### src/rtl/rac_pkg.sv
`timescale 1ns/1ps
package rac_pkg;
  typedef enum logic [1:0] {
    ACT_DISCARD = 2'd0,
    ACT_PARENT  = 2'd1,
    ACT_MERGE   = 2'd2,
    ACT_GRAND   = 2'd3
  } act_e;

  typedef enum logic [1:0] {
    FMT_VAL   = 2'd0,
    FMT_PACK  = 2'd1,
    FMT_SPLIT = 2'd2,
    FMT_RSVD  = 2'd3
  } fmt_e;

  typedef enum logic [2:0] {
    ST_IDLE,
    ST_READ,
    ST_SEND,
    ST_MERGE,
    ST_FIN
  } st_e;
endpackage

### src/rtl/rac_table.sv
`timescale 1ns/1ps
module rac_table
  import rac_pkg::*;
#(
  parameter int NUM_PE = 4,
  parameter int PE_W   = 2,
  parameter int TID_W  = 8,
  parameter int CNT_W  = 4
) (
  input  logic              clk_i,
  input  logic              rst_ni,
  input  logic              lv_i,
  input  logic [PE_W-1:0]   lpe_i,
  input  logic [TID_W-1:0]  ltid_i,
  input  logic [PE_W-1:0]   lpar_i,
  input  logic [PE_W-1:0]   lgp_i,
  input  logic [1:0]        lact_i,
  input  logic [1:0]        lfmt_i,
  input  logic              lirq_i,
  input  logic [CNT_W-1:0]  lexp_i,
  input  logic              clr_i,
  input  logic [PE_W-1:0]   clr_pe_i,
  input  logic [PE_W-1:0]   rd_pe_i,
  output logic [NUM_PE-1:0] valid_o,
  output logic [1:0]        r_act_o,
  output logic [1:0]        r_fmt_o,
  output logic              r_irq_o,
  output logic [TID_W-1:0]  r_tid_o,
  output logic [PE_W-1:0]   r_tgt_o,
  output logic [CNT_W-1:0]  r_exp_o
);
  logic [NUM_PE-1:0] v_q;
  logic [1:0]        act_q [NUM_PE];
  logic [1:0]        fmt_q [NUM_PE];
  logic              irq_q [NUM_PE];
  logic [TID_W-1:0]  tid_q [NUM_PE];
  logic [PE_W-1:0]   tgt_q [NUM_PE];
  logic [CNT_W-1:0]  exp_q [NUM_PE];
  logic [PE_W-1:0]   new_tgt;

  // destination resolved at launch; grandparent chains inherit the stored target
  always_comb begin
    new_tgt = lpar_i;
    if (lact_i == ACT_GRAND)
      new_tgt = (v_q[lgp_i] && act_q[lgp_i] == ACT_GRAND) ? tgt_q[lgp_i] : lgp_i;
    else if (lact_i == ACT_DISCARD)
      new_tgt = '0;
  end

  always_ff @(posedge clk_i or negedge rst_ni) begin
    if (!rst_ni) begin
      v_q <= '0;
      for (int i = 0; i < NUM_PE; i++) begin
        act_q[i] <= '0;
        fmt_q[i] <= '0;
        irq_q[i] <= 1'b0;
        tid_q[i] <= '0;
        tgt_q[i] <= '0;
        exp_q[i] <= '0;
      end
    end else begin
      for (int i = 0; i < NUM_PE; i++) begin
        if (clr_i && clr_pe_i == PE_W'(i)) begin
          v_q[i] <= 1'b0;
        end else if (lv_i && lpe_i == PE_W'(i) && !v_q[i]) begin
          v_q[i]   <= 1'b1;
          act_q[i] <= lact_i;
          fmt_q[i] <= lfmt_i;
          irq_q[i] <= lirq_i;
          tid_q[i] <= ltid_i;
          tgt_q[i] <= new_tgt;
          exp_q[i] <= lexp_i;
        end
      end
    end
  end

  assign valid_o = v_q;
  assign r_act_o = act_q[rd_pe_i];
  assign r_fmt_o = fmt_q[rd_pe_i];
  assign r_irq_o = irq_q[rd_pe_i];
  assign r_tid_o = tid_q[rd_pe_i];
  assign r_tgt_o = tgt_q[rd_pe_i];
  assign r_exp_o = exp_q[rd_pe_i];
endmodule

### src/rtl/rac_pend.sv
`timescale 1ns/1ps
module rac_pend #(
  parameter int NUM_PE = 4,
  parameter int PE_W   = 2
) (
  input  logic              clk_i,
  input  logic              rst_ni,
  input  logic [NUM_PE-1:0] done_i,
  input  logic [NUM_PE-1:0] valid_i,
  input  logic              take_i,
  input  logic [PE_W-1:0]   take_pe_i,
  output logic              any_o,
  output logic [PE_W-1:0]   sel_o
);
  logic [NUM_PE-1:0] pend_q;

  always_ff @(posedge clk_i or negedge rst_ni) begin
    if (!rst_ni) begin
      pend_q <= '0;
    end else begin
      for (int i = 0; i < NUM_PE; i++) begin
        if (done_i[i] && valid_i[i]) pend_q[i] <= 1'b1;
        else if (take_i && take_pe_i == PE_W'(i)) pend_q[i] <= 1'b0;
      end
    end
  end

  // lowest index wins
  always_comb begin
    sel_o = '0;
    for (int i = NUM_PE - 1; i >= 0; i--) begin
      if (pend_q[i]) sel_o = PE_W'(i);
    end
  end

  assign any_o = |pend_q;
endmodule

### src/rtl/rac_merge.sv
`timescale 1ns/1ps
module rac_merge #(
  parameter int NUM_PE = 4,
  parameter int PE_W   = 2,
  parameter int CNT_W  = 4
) (
  input  logic             clk_i,
  input  logic             rst_ni,
  input  logic             inc_i,
  input  logic [PE_W-1:0]  slot_i,
  input  logic [CNT_W-1:0] exp_i,
  output logic [CNT_W-1:0] idx_o,
  output logic             hit_o
);
  logic [CNT_W-1:0] cnt_q [NUM_PE];

  assign idx_o = cnt_q[slot_i];
  assign hit_o = ((CNT_W+1)'(idx_o) + (CNT_W+1)'(1)) >= {1'b0, exp_i};

  always_ff @(posedge clk_i or negedge rst_ni) begin
    if (!rst_ni) begin
      for (int i = 0; i < NUM_PE; i++) cnt_q[i] <= '0;
    end else if (inc_i) begin
      for (int i = 0; i < NUM_PE; i++) begin
        if (slot_i == PE_W'(i)) cnt_q[i] <= hit_o ? '0 : cnt_q[i] + CNT_W'(1);
      end
    end
  end
endmodule

### src/rtl/ret_action_ctrl.sv
`timescale 1ns/1ps
module ret_action_ctrl
  import rac_pkg::*;
#(
  parameter int NUM_PE = 4,
  parameter int DATA_W = 64,
  parameter int TID_W  = 8,
  parameter int CNT_W  = 4,
  localparam int PE_W  = (NUM_PE > 1) ? $clog2(NUM_PE) : 1
) (
  input  logic              clk_i,
  input  logic              rst_ni,
  input  logic              launch_valid_i,
  input  logic [PE_W-1:0]   launch_pe_i,
  input  logic [TID_W-1:0]  launch_tid_i,
  input  logic [PE_W-1:0]   launch_parent_i,
  input  logic [PE_W-1:0]   launch_gparent_i,
  input  logic [1:0]        launch_action_i,
  input  logic [1:0]        launch_fmt_i,
  input  logic              launch_irq_i,
  input  logic [CNT_W-1:0]  launch_expect_i,
  input  logic [NUM_PE-1:0] pe_done_i,
  output logic              rd_req_o,
  output logic [PE_W-1:0]   rd_pe_o,
  input  logic              rd_ack_i,
  input  logic [DATA_W-1:0] rd_data_i,
  output logic              res_valid_o,
  input  logic              res_ready_i,
  output logic [PE_W-1:0]   res_dest_o,
  output logic [DATA_W-1:0] res_data_o,
  output logic              res_last_o,
  output logic              mbuf_we_o,
  output logic [PE_W-1:0]   mbuf_slot_o,
  output logic [CNT_W-1:0]  mbuf_idx_o,
  output logic [DATA_W-1:0] mbuf_data_o,
  output logic              merge_go_o,
  output logic [CNT_W-1:0]  merge_count_o,
  output logic              host_irq_o
);
  st_e               st_q;
  logic [PE_W-1:0]   cur_q;
  logic [DATA_W-1:0] val_q;
  logic              beat_q;

  logic [NUM_PE-1:0] tbl_valid, busy_mask;
  logic [PE_W-1:0]   look_pe, pend_sel;
  logic              pend_any, take, clr;
  logic [1:0]        r_act, r_fmt;
  logic              r_irq;
  logic [TID_W-1:0]  r_tid;
  logic [PE_W-1:0]   r_tgt;
  logic [CNT_W-1:0]  r_exp, m_idx;
  logic              m_hit;

  assign take    = (st_q == ST_IDLE) && pend_any;
  assign clr     = (st_q == ST_FIN);
  assign look_pe = (st_q == ST_IDLE) ? pend_sel : cur_q;

  // completions on an entry already in service are not re-queued
  always_comb begin
    busy_mask = '0;
    if (take) busy_mask[pend_sel] = 1'b1;
    else if (st_q != ST_IDLE) busy_mask[cur_q] = 1'b1;
  end

  rac_table #(
    .NUM_PE(NUM_PE), .PE_W(PE_W), .TID_W(TID_W), .CNT_W(CNT_W)
  ) u_table (
    .clk_i    (clk_i),
    .rst_ni   (rst_ni),
    .lv_i     (launch_valid_i),
    .lpe_i    (launch_pe_i),
    .ltid_i   (launch_tid_i),
    .lpar_i   (launch_parent_i),
    .lgp_i    (launch_gparent_i),
    .lact_i   (launch_action_i),
    .lfmt_i   (launch_fmt_i),
    .lirq_i   (launch_irq_i),
    .lexp_i   (launch_expect_i),
    .clr_i    (clr),
    .clr_pe_i (cur_q),
    .rd_pe_i  (look_pe),
    .valid_o  (tbl_valid),
    .r_act_o  (r_act),
    .r_fmt_o  (r_fmt),
    .r_irq_o  (r_irq),
    .r_tid_o  (r_tid),
    .r_tgt_o  (r_tgt),
    .r_exp_o  (r_exp)
  );

  rac_pend #(.NUM_PE(NUM_PE), .PE_W(PE_W)) u_pend (
    .clk_i     (clk_i),
    .rst_ni    (rst_ni),
    .done_i    (pe_done_i),
    .valid_i   (tbl_valid & ~busy_mask),
    .take_i    (take),
    .take_pe_i (pend_sel),
    .any_o     (pend_any),
    .sel_o     (pend_sel)
  );

  rac_merge #(.NUM_PE(NUM_PE), .PE_W(PE_W), .CNT_W(CNT_W)) u_merge (
    .clk_i  (clk_i),
    .rst_ni (rst_ni),
    .inc_i  (mbuf_we_o),
    .slot_i (r_tgt),
    .exp_i  (r_exp),
    .idx_o  (m_idx),
    .hit_o  (m_hit)
  );

  always_ff @(posedge clk_i or negedge rst_ni) begin
    if (!rst_ni) begin
      st_q   <= ST_IDLE;
      cur_q  <= '0;
      val_q  <= '0;
      beat_q <= 1'b0;
    end else begin
      unique case (st_q)
        ST_IDLE: if (take) begin
          cur_q <= pend_sel;
          st_q  <= (r_act == ACT_DISCARD) ? ST_FIN : ST_READ;
        end
        ST_READ: if (rd_ack_i) begin
          val_q  <= rd_data_i;
          beat_q <= 1'b0;
          st_q   <= (r_act == ACT_MERGE) ? ST_MERGE : ST_SEND;
        end
        ST_SEND: if (res_ready_i) begin
          if (res_last_o) st_q <= ST_FIN;
          else beat_q <= 1'b1;
        end
        ST_MERGE: st_q <= ST_FIN;
        ST_FIN:   st_q <= ST_IDLE;
        default:  st_q <= ST_IDLE;
      endcase
    end
  end

  assign rd_req_o    = (st_q == ST_READ);
  assign rd_pe_o     = cur_q;

  assign res_valid_o = (st_q == ST_SEND);
  assign res_dest_o  = r_tgt;
  assign res_last_o  = res_valid_o && !((r_fmt == FMT_SPLIT) && !beat_q);

  always_comb begin
    res_data_o = val_q;
    if (r_fmt == FMT_PACK) res_data_o = {r_tid, val_q[DATA_W-TID_W-1:0]};
    else if (r_fmt == FMT_SPLIT && beat_q) res_data_o = DATA_W'(r_tid);
  end

  assign mbuf_we_o     = (st_q == ST_MERGE);
  assign mbuf_slot_o   = r_tgt;
  assign mbuf_idx_o    = m_idx;
  assign mbuf_data_o   = val_q;
  assign merge_go_o    = mbuf_we_o && m_hit;
  assign merge_count_o = r_exp;

  assign host_irq_o    = clr && r_irq;
endmodule

### config.mk
export PLATFORM = sky130hd
export DESIGN_NAME = ret_action_ctrl
export DESIGN_NICKNAME = d
export VERILOG_FILES = /design/src/rtl/rac_pkg.sv /design/src/rtl/rac_table.sv /design/src/rtl/rac_pend.sv /design/src/rtl/rac_merge.sv /design/src/rtl/ret_action_ctrl.sv
export SDC_FILE = /design/constraint.sdc
export NUM_CORES = 1
export LEC_CHECK = 0
export BUFFER_PORTS_ARGS = -buffer_cell sky130_fd_sc_hd__buf_2
export CAP_MARGIN = 20
export CORE_MARGIN = 5
export CORE_UTILIZATION = 57
export CTS_BUF_LIST = sky130_fd_sc_hd__clkbuf_8 sky130_fd_sc_hd__clkbuf_16
export DETAILED_ROUTE_END_ITERATION = 10
export HOLD_SLACK_MARGIN = 0.12
export MAX_ROUTING_LAYER = met4
export PLACE_DENSITY = 0.87
export SETUP_SLACK_MARGIN = 0.5
export SYNTH_ARGS = -nofsm -noshare
export SYNTH_HDL_FRONTEND = slang
export SYNTH_SLANG_ARGS = --single-unit
export TNS_END_PERCENT = 30
### constraint.sdc
create_clock -name clk_i -period 9.68 [get_ports clk_i]
set_input_delay 1.936 -clock clk_i [delete_from_list [all_inputs] [get_ports clk_i]]
set_output_delay 1.936 -clock clk_i [all_outputs]
set_load 0.01 [all_outputs]
==> metrics.cfg, run 1 <==
[placement]
placed_cell_area_sq_um = 9879
gp_congestion = 0.9094
hpwl_mm = 17.34
io_buffers = 243

[yosys]
seq_area_frac_synth = 0.4955
synth_top_family_by_area = simple AND/OR/NAND/NOR gates
synth.area.mux_share = 0.1116
synth_xor_area_frac = 0.002040
yosysTopAreaCell = dfrtp_1
synthAdderAreaFrac = 0.01312
ys_types = 73
synth_compound_area_frac = 0.09225
ys_ff_latch = 170
synth_ff_type = dfrtp_1
synth_area_sq_um = 8586
synthTopCellsByArea = dfrtp_1, nand2_1, mux2_2
yosysTopAreaCellShare = 0.4955
async_flop_share = 1.000
yosys.area_share.simple = 0.2467
synth_edf_count = 0
synth_area_per_cell_sq_um = 9.282
syn_inst = 925
syn-num-nets = 1030
yosys_warnings = 0

[global_route]
grt_use_total = 0.2874
grt_pass1_vias = 7506
antenna_found_initial = 1
grt_max_degree = 97
grt_pass1_wl_mm = 39.42
grt_overflow = 0

[min_path]
hp-class = reg -> reg

[power_and_ir_drop]
p_sw_frac = 0.4593
ir_drop_mv = 0.2392
p_comb_frac = 0.537
clkPwrFrac = 0.158
power_density_nw_per_um2 = 411.0
p_leak_nw = 5.410
p_int_w = 0.002334
seqPwrFrac = 0.305
power_w = 0.004316
p_sw_w = 0.001982

[sta]
whs_ns = 0.4835
setup_violations = 0
drv_slew = 0
hold_violations = 0
worst_pin_slew_ns = 1.067
rsz0062_at_grt = false
max_freq_mhz = 130.4
clock_skew_ns = 0.007704
slew_headroom = 0.2872
period_needed_ns = 7.671
fin_crit_sh = 0.7925
tns_ns = 0

[floorplanning]
coreArea_sq_um = 14640
pin_count = 244
die-area_sq_um = 17620
chipWidth_um = 132.7
rows = 44
initial_core_util = 0.5863
die_y_um = 132.7

[route]
dr.pass1.iters = 5
drt-initial-drc-count = 565
drt-total-wl_mm = 24.37
via_per_inst = 5.597
drc = 0
postRouteAntennaNets = 0
post_drt_wl_per_cell_um = 18.16
vias = 7511

[clock_network]
clk_pin_slew_ns = 0.07
cts_setup_buffers = 0
cts_root_buf = clkbuf_16
clockBufferDepth = 2
clk_latency_ns = 0.43
cts_hold_buf = 0
h-tree-depth = 4
cts_buffers = 17
cts_tree = yes
post_cts_resized = 0
cts_sinks = 170

[worst_setup_path]
path_cells = or3_4 -> nand2_1 -> nand2_1 -> o21ai_2 -> mux2i_1 -> ha_1 -> ha_1 -> a21o_1 -> a21o_1 -> a21oi_1 -> nand2_2 -> and2_1 -> buf_2
slowest_stage = a21oi_1
worst-path-max-fanout = 32
crit_required_ns = 7.74
crit_path_end_kind = output pin
cp_num_buf_inv = 1
cpPeakStageDelay_ns = 0.81
cp_top_family = compound AO/OA/AOI/OAI gates
start_kind = register
critPathArrivalTime_ns = 5.74
worstSetupPathType = reg -> out

[outcome]
outcome = finished clean

[layout]
final_nets = 1248
ff_latch_area_sq_um = 4254
syn2layout_area_growth_pct = 22.31
multi_input_area_sq_um = 4029
nFillCells = 1099
final_cell_area_sq_um = 10500
drive_above_1_share = 0.3296

[run]
drv_cap = 0

[final cells by class]
cell class	count	area share
sequential	170	0.4051
multi-input combinational	679	0.3837
timing repair buffer	250	0.1226
clock buffer	20	0.04444
tap	184	0.02192
clock inverter	12	0.01239
inverter	25	0.009413
antenna	2	0.0004766
[cell families (layout without fill, tap and decap cells)]
logic type      count (synthesis)  count (layout)
simple gates                  475             475
flops                         170             170
buf+inv                        76             307
other cells                     0               2
fa+ha+maj                       9               9
mux                            86              86
compound gates                107             107
xor+xnor                        2               2
[layout by cell type, fill, tap and decap left out, drive strengths merged, types with 4 or more instances in the layout]
cell type  synthesis  final
or2                5      5
and2              58     58
nor2              25     25
o31ai              4      4
o21ai             37     37
nand3             52     52
nor3               6      6
o22ai              4      4
and3               6      6
a21oi             14     14
o2111ai            4      4
mux2i             14     14
clkbuf            34     20
o311ai             6      6
ha                 9      9
buf               17    250
nand4              4      4
nand2            299    299
mux2              72     72
o211ai             8      8
dfrtp            170    170
inv               25     31
nor2b              5      5
nand2b             4      4
a31oi              6      6
[per-layer routing]
metal,vias to the layer above,share of wire,GRT usage
met2,285,0.51,0.4759
met5,-,0,-
met1,3646,0.41,0.3557
met3,31,0.062,0.06606
li1,3549,-,-
met4,0,0.017,0.08256
[tightest hold or removal path: stages, from the launching register on]
cell and delay [ns]:
dfrtp_1 0.35, nand2_1 0.05, nand2_1 0.05
[sequential cells by signal (all words and copies together) (netlist names)]
signal           cells
u_table.exp_q       16
mbuf_data_o         64
u_table.tid_q       32
u_table.irq_q        4
u_table.act_q        8
beat_q               1
st_q                 3
u_merge.cnt_q       16
u_table.fmt_q        8
u_table.valid_o      4
rd_pe_o              2
u_table.tgt_q        8
u_pend.pend_q        4
[metrics by stage]
| step | util | worst slack, ns | instances |
|---|---|---|---|
| finish | 0.7171 | 2.009 | 1342 |
| global route | 0.7169 | 1.504 | 1341 |
| CTS | 0.7154 | 2.039 | 1339 |
| detailed placement | 0.6746 | 2.530 | 1307 |
| global placement | 0.6746 | 2.696 | 1307 |
| floorplan | - | 3.795 | 925 |
[Yosys cell counts (all sizes together), types with 8 or more instances]
| library cell | number |
|---|---|
| a21oi | 14 |
| and2 | 58 |
| buf | 17 |
| clkbuf | 34 |
| dfrtp | 170 |
| ha | 9 |
| inv | 25 |
| mux2 | 72 |
| mux2i | 14 |
| nand2 | 299 |
| nand3 | 52 |
| nor2 | 25 |
| o211ai | 8 |
| o21ai | 37 |
[power groups by stage]
stage / combinational, W / sequential [W] / clock (W)
floorplan: 0.00152 / 0.00127 / 0
global placement: 0.00223 / 0.00130 / 0
detailed placement: 0.00230 / 0.00131 / 0
CTS: 0.00231 / 0.00131 / 0.000694
global route: 0.00255 / 0.00136 / 0.000729
finish: 0.00232 / 0.00132 / 0.000684
[path summary, 6_finish.rpt]
kind / start / to / slack, ns / cells past startpoint
setup / recovery: st_q[0] / merge_go_o / 2.01 / 13
hold / removal: mbuf_data_o[52] / mbuf_data_o[52] / 0.48 / 2
setup reg to reg: st_q[0] / u_merge.cnt_q[10] / 4.34 / 12
hold reg to reg: mbuf_data_o[52] / mbuf_data_o[52] / 0.48 / 2
max in group asynchronous: rst_ni / mbuf_data_o[57] / 6.68 / 2
min in group asynchronous: rst_ni / u_merge.cnt_q[2] / 1.57 / 1
Note: power is estimated with default switching activity, not from simulation.
==> run 2, diff against run 1 <==
CORE_UTILIZATION = 53   (was 57)
PLACE_DENSITY = 0.82   (was 0.87)
clock period = 7.8 ns   (was 9.68 ns; I/O delays follow)
==> run 2 against run 1 <==
- clock power up 24%
- clock-buffer cell count fell by 1
- first-iteration DRC count shrank 13%
- die area is 7.0% higher
- non-clock buffer count grew 4
- hold slack lost 0.0016 ns
- routed wire length fell by 2.4%
- sequential power increased by 23%
- via count fell by 0.23%
- critical path depth grew 2
- worst setup slack got worse by 0.66 ns
- critical path type unchanged
==> metrics.cfg, run 2 (same netlist as run 1, synthesis figures left out) <==
[worst_setup_path]
crit_path_end_kind = output pin
start_kind = register
cpPeakStageDelay_ns = 0.53  ; -0.28 ns
slowest_stage = or3_4
critPathArrivalTime_ns = 4.89  ; -0.85 ns
path_depth = 15  ; +2
worst-path-max-fanout = 25  ; -22%
worstSetupPathType = reg -> out
cp_top_family = compound AO/OA/AOI/OAI gates
ff2ff_path_depth = 14  ; +2
worstReg2RegEnd = u_merge.cnt_q[13]
crit_required_ns = 6.24  ; -1.50 ns
r2r_start = st_q[0]
cp_num_buf_inv = 3  ; +2
r2r_slack_ns = 3.25  ; -1.09 ns
path_cells = or3_4 -> o31ai_4 -> buf_4 -> mux2_4 -> o21ai_2 -> mux2i_1 -> ha_1 -> ha_1 -> a21o_1 -> a21o_1 -> a21oi_1 -> buf_4 -> nand2_2 -> and2_1 -> buf_2

[min_path]
hold_start = mbuf_data_o[26]
hp-class = reg -> reg
hold_end = mbuf_data_o[26]
hold_depth = 2  ; unchanged

[power_and_ir_drop]
p_comb_frac = 0.541  ; +0.004
power_density_nw_per_um2 = 507.6  ; +23%
seqPwrFrac = 0.301  ; -0.004
ir_drop_mv = 0.3109  ; +30%
p_sw_frac = 0.4521  ; -0.007219
p_int_w = 0.002943  ; +26%
clkPwrFrac = 0.158  ; about the same
p_leak_nw = 5.444  ; +0.65%
p_sw_w = 0.002429  ; +23%
power_w = 0.005372  ; +24%

[clock_network]
post_cts_resized = 0  ; unchanged
clk_pin_slew_ns = 0.06  ; about the same
cts_tree = yes
h-tree-depth = 4  ; unchanged
cts_hold_buf = 0  ; unchanged
clockBufferDepth = 2  ; unchanged
cts_buffers = 17  ; unchanged
cts_root_buf = clkbuf_16
clk_latency_ns = 0.42  ; about the same
cts_sinks = 170  ; unchanged
cts_setup_buffers = 0  ; unchanged

[sta]
drv_slew = 0  ; unchanged
clock_skew_ns = 0.009552  ; +0.001848 ns
hold_violations = 0  ; unchanged
period_needed_ns = 6.450
fin_crit_sh = 0.8270
slew_headroom = 0.3003  ; +0.01310
max_freq_mhz = 155.0
timing.final.ws_setup_ns = 1.350  ; -0.6593 ns
tns_ns = 0  ; unchanged
worst_pin_slew_ns = 1.050  ; -0.01707 ns
setup_violations = 0  ; unchanged
rsz0062_at_grt = false

[run]
drv_cap = 0  ; unchanged

[route]
drt-initial-drc-count = 489  ; -13%
via_per_inst = 5.446  ; -2.7%
dr.pass1.iters = 5  ; unchanged
drc = 0  ; unchanged
vias = 7494  ; -0.23%
post_drt_wl_per_cell_um = 17.28  ; -4.8%
drt-total-wl_mm = 23.78  ; -2.4%
postRouteAntennaNets = 0  ; unchanged

[layout]
nFillCells = 1307  ; +19%
drive_above_1_share = 0.3302  ; +0.0005876
antenna_cells = 0  ; -2
final_nets = 1252  ; +0.32%
final_cell_mix = nand2_1, buf_2, dfrtp_1
largest_reg_flops = 64  ; unchanged
multi_input_area_sq_um = 4029  ; unchanged
syn2layout_area_growth_pct = 23.27
ff_latch_area_sq_um = 4254  ; unchanged
final_common_cell = nand2_1

[global_route]
grt_max_degree = 109  ; +12%
grt_pass1_wl_mm = 37.61  ; -4.6%
grt_pass1_vias = 7458  ; -0.64%
grt_use_total = 0.2598  ; -0.02759
antenna_found_initial = 0  ; -1
grt_overflow = 0  ; unchanged

[floorplanning]
coreArea_sq_um = 15890  ; +8.5%
rows = 46  ; +4.5%
chipWidth_um = 137.3  ; +3.4%
die_y_um = 137.3  ; +3.4%
pin_count = 244  ; unchanged
die-area_sq_um = 18840  ; +7.0%
initial_core_util = 0.5405  ; -0.04581

[placement]
gp_congestion = 0.8824  ; -3.0%
place_ws_ns = 1.812  ; -0.7175 ns
io_buffers = 243  ; unchanged
hpwl_mm = 17.03  ; -1.8%

[outcome]
outcome = finished clean

-- run 2: cell count changes in the layout (fill, tap and decap cells not counted), sizes merged --
cell    delta
diode      -2
bufinv     +1
clkbuf     -1
buf        +4
-- run 2: power by group through the flow --
stage	clock network (W)	logic (W)	registers [W]
2_1_floorplan	0	0.00189	0.00157
3_3_place_gp	0	0.00282	0.00160
3_5_place_dp	0	0.00289	0.00162
4_1_cts	0.000865	0.00292	0.00161
5_1_grt	0.000901	0.00322	0.00167
6_report	0.000851	0.00291	0.00162
-- run 2: cell type report --
type                       count  share of cell area
clock buffer                  19             0.04279
clock inverter                13             0.01336
inverter                      25            0.009339
multi-input combinational    679              0.3807
sequential                   170              0.4019
tap                          216             0.02553
timing repair buffer         254              0.1264
-- run 2: layer usage --
metal,share of wire,vias up,wire [um],track usage
li1,-,3551,-,-
met1,0.41,3659,9714,0.3256
met2,0.51,245,12200,0.4322
met3,0.061,39,1445,0.05698
met4,0.018,0,422,0.06486
met5,0,-,0,-
-- run 2: how the worst max path moves through the flow --
stage | start | end | slack (ns)
floorplan | st_q[2] | merge_go_o | 2.29
global placement | st_q[0] | merge_go_o | 1.94
detailed placement | st_q[0] | merge_go_o | 1.81
CTS | st_q[0] | merge_go_o | 1.34
global route | st_q[0] | merge_go_o | 1.09
finish | st_q[0] | merge_go_o | 1.35
-- run 2: worst register-to-register path, cell delays in order (launching register included) --
cell     delay, ns
dfrtp_1       0.51
or3_4         0.53
o31ai_4       0.27
buf_4         0.35
mux2_4        0.35
o21ai_2       0.42
mux2i_1       0.35
ha_1          0.28
ha_1          0.27
a21o_1        0.16
a21o_1        0.18
a21oi_1       0.15
buf_4         0.22
nand2_2       0.11
o31ai_1       0.31
-- run 2: per-stage QoR --
step                      utilization  area, sq um  std cells  hold WS, ns
after CTS                      0.6633        10540       1374       0.4873
after detailed placement       0.6259         9942       1342       0.4716
after floorplan                     -         8586        925       0.4706
final                          0.6663        10580       1376       0.4819
after global placement         0.6259         9942       1342       0.4686
after global routing           0.6663        10580       1376       0.5215
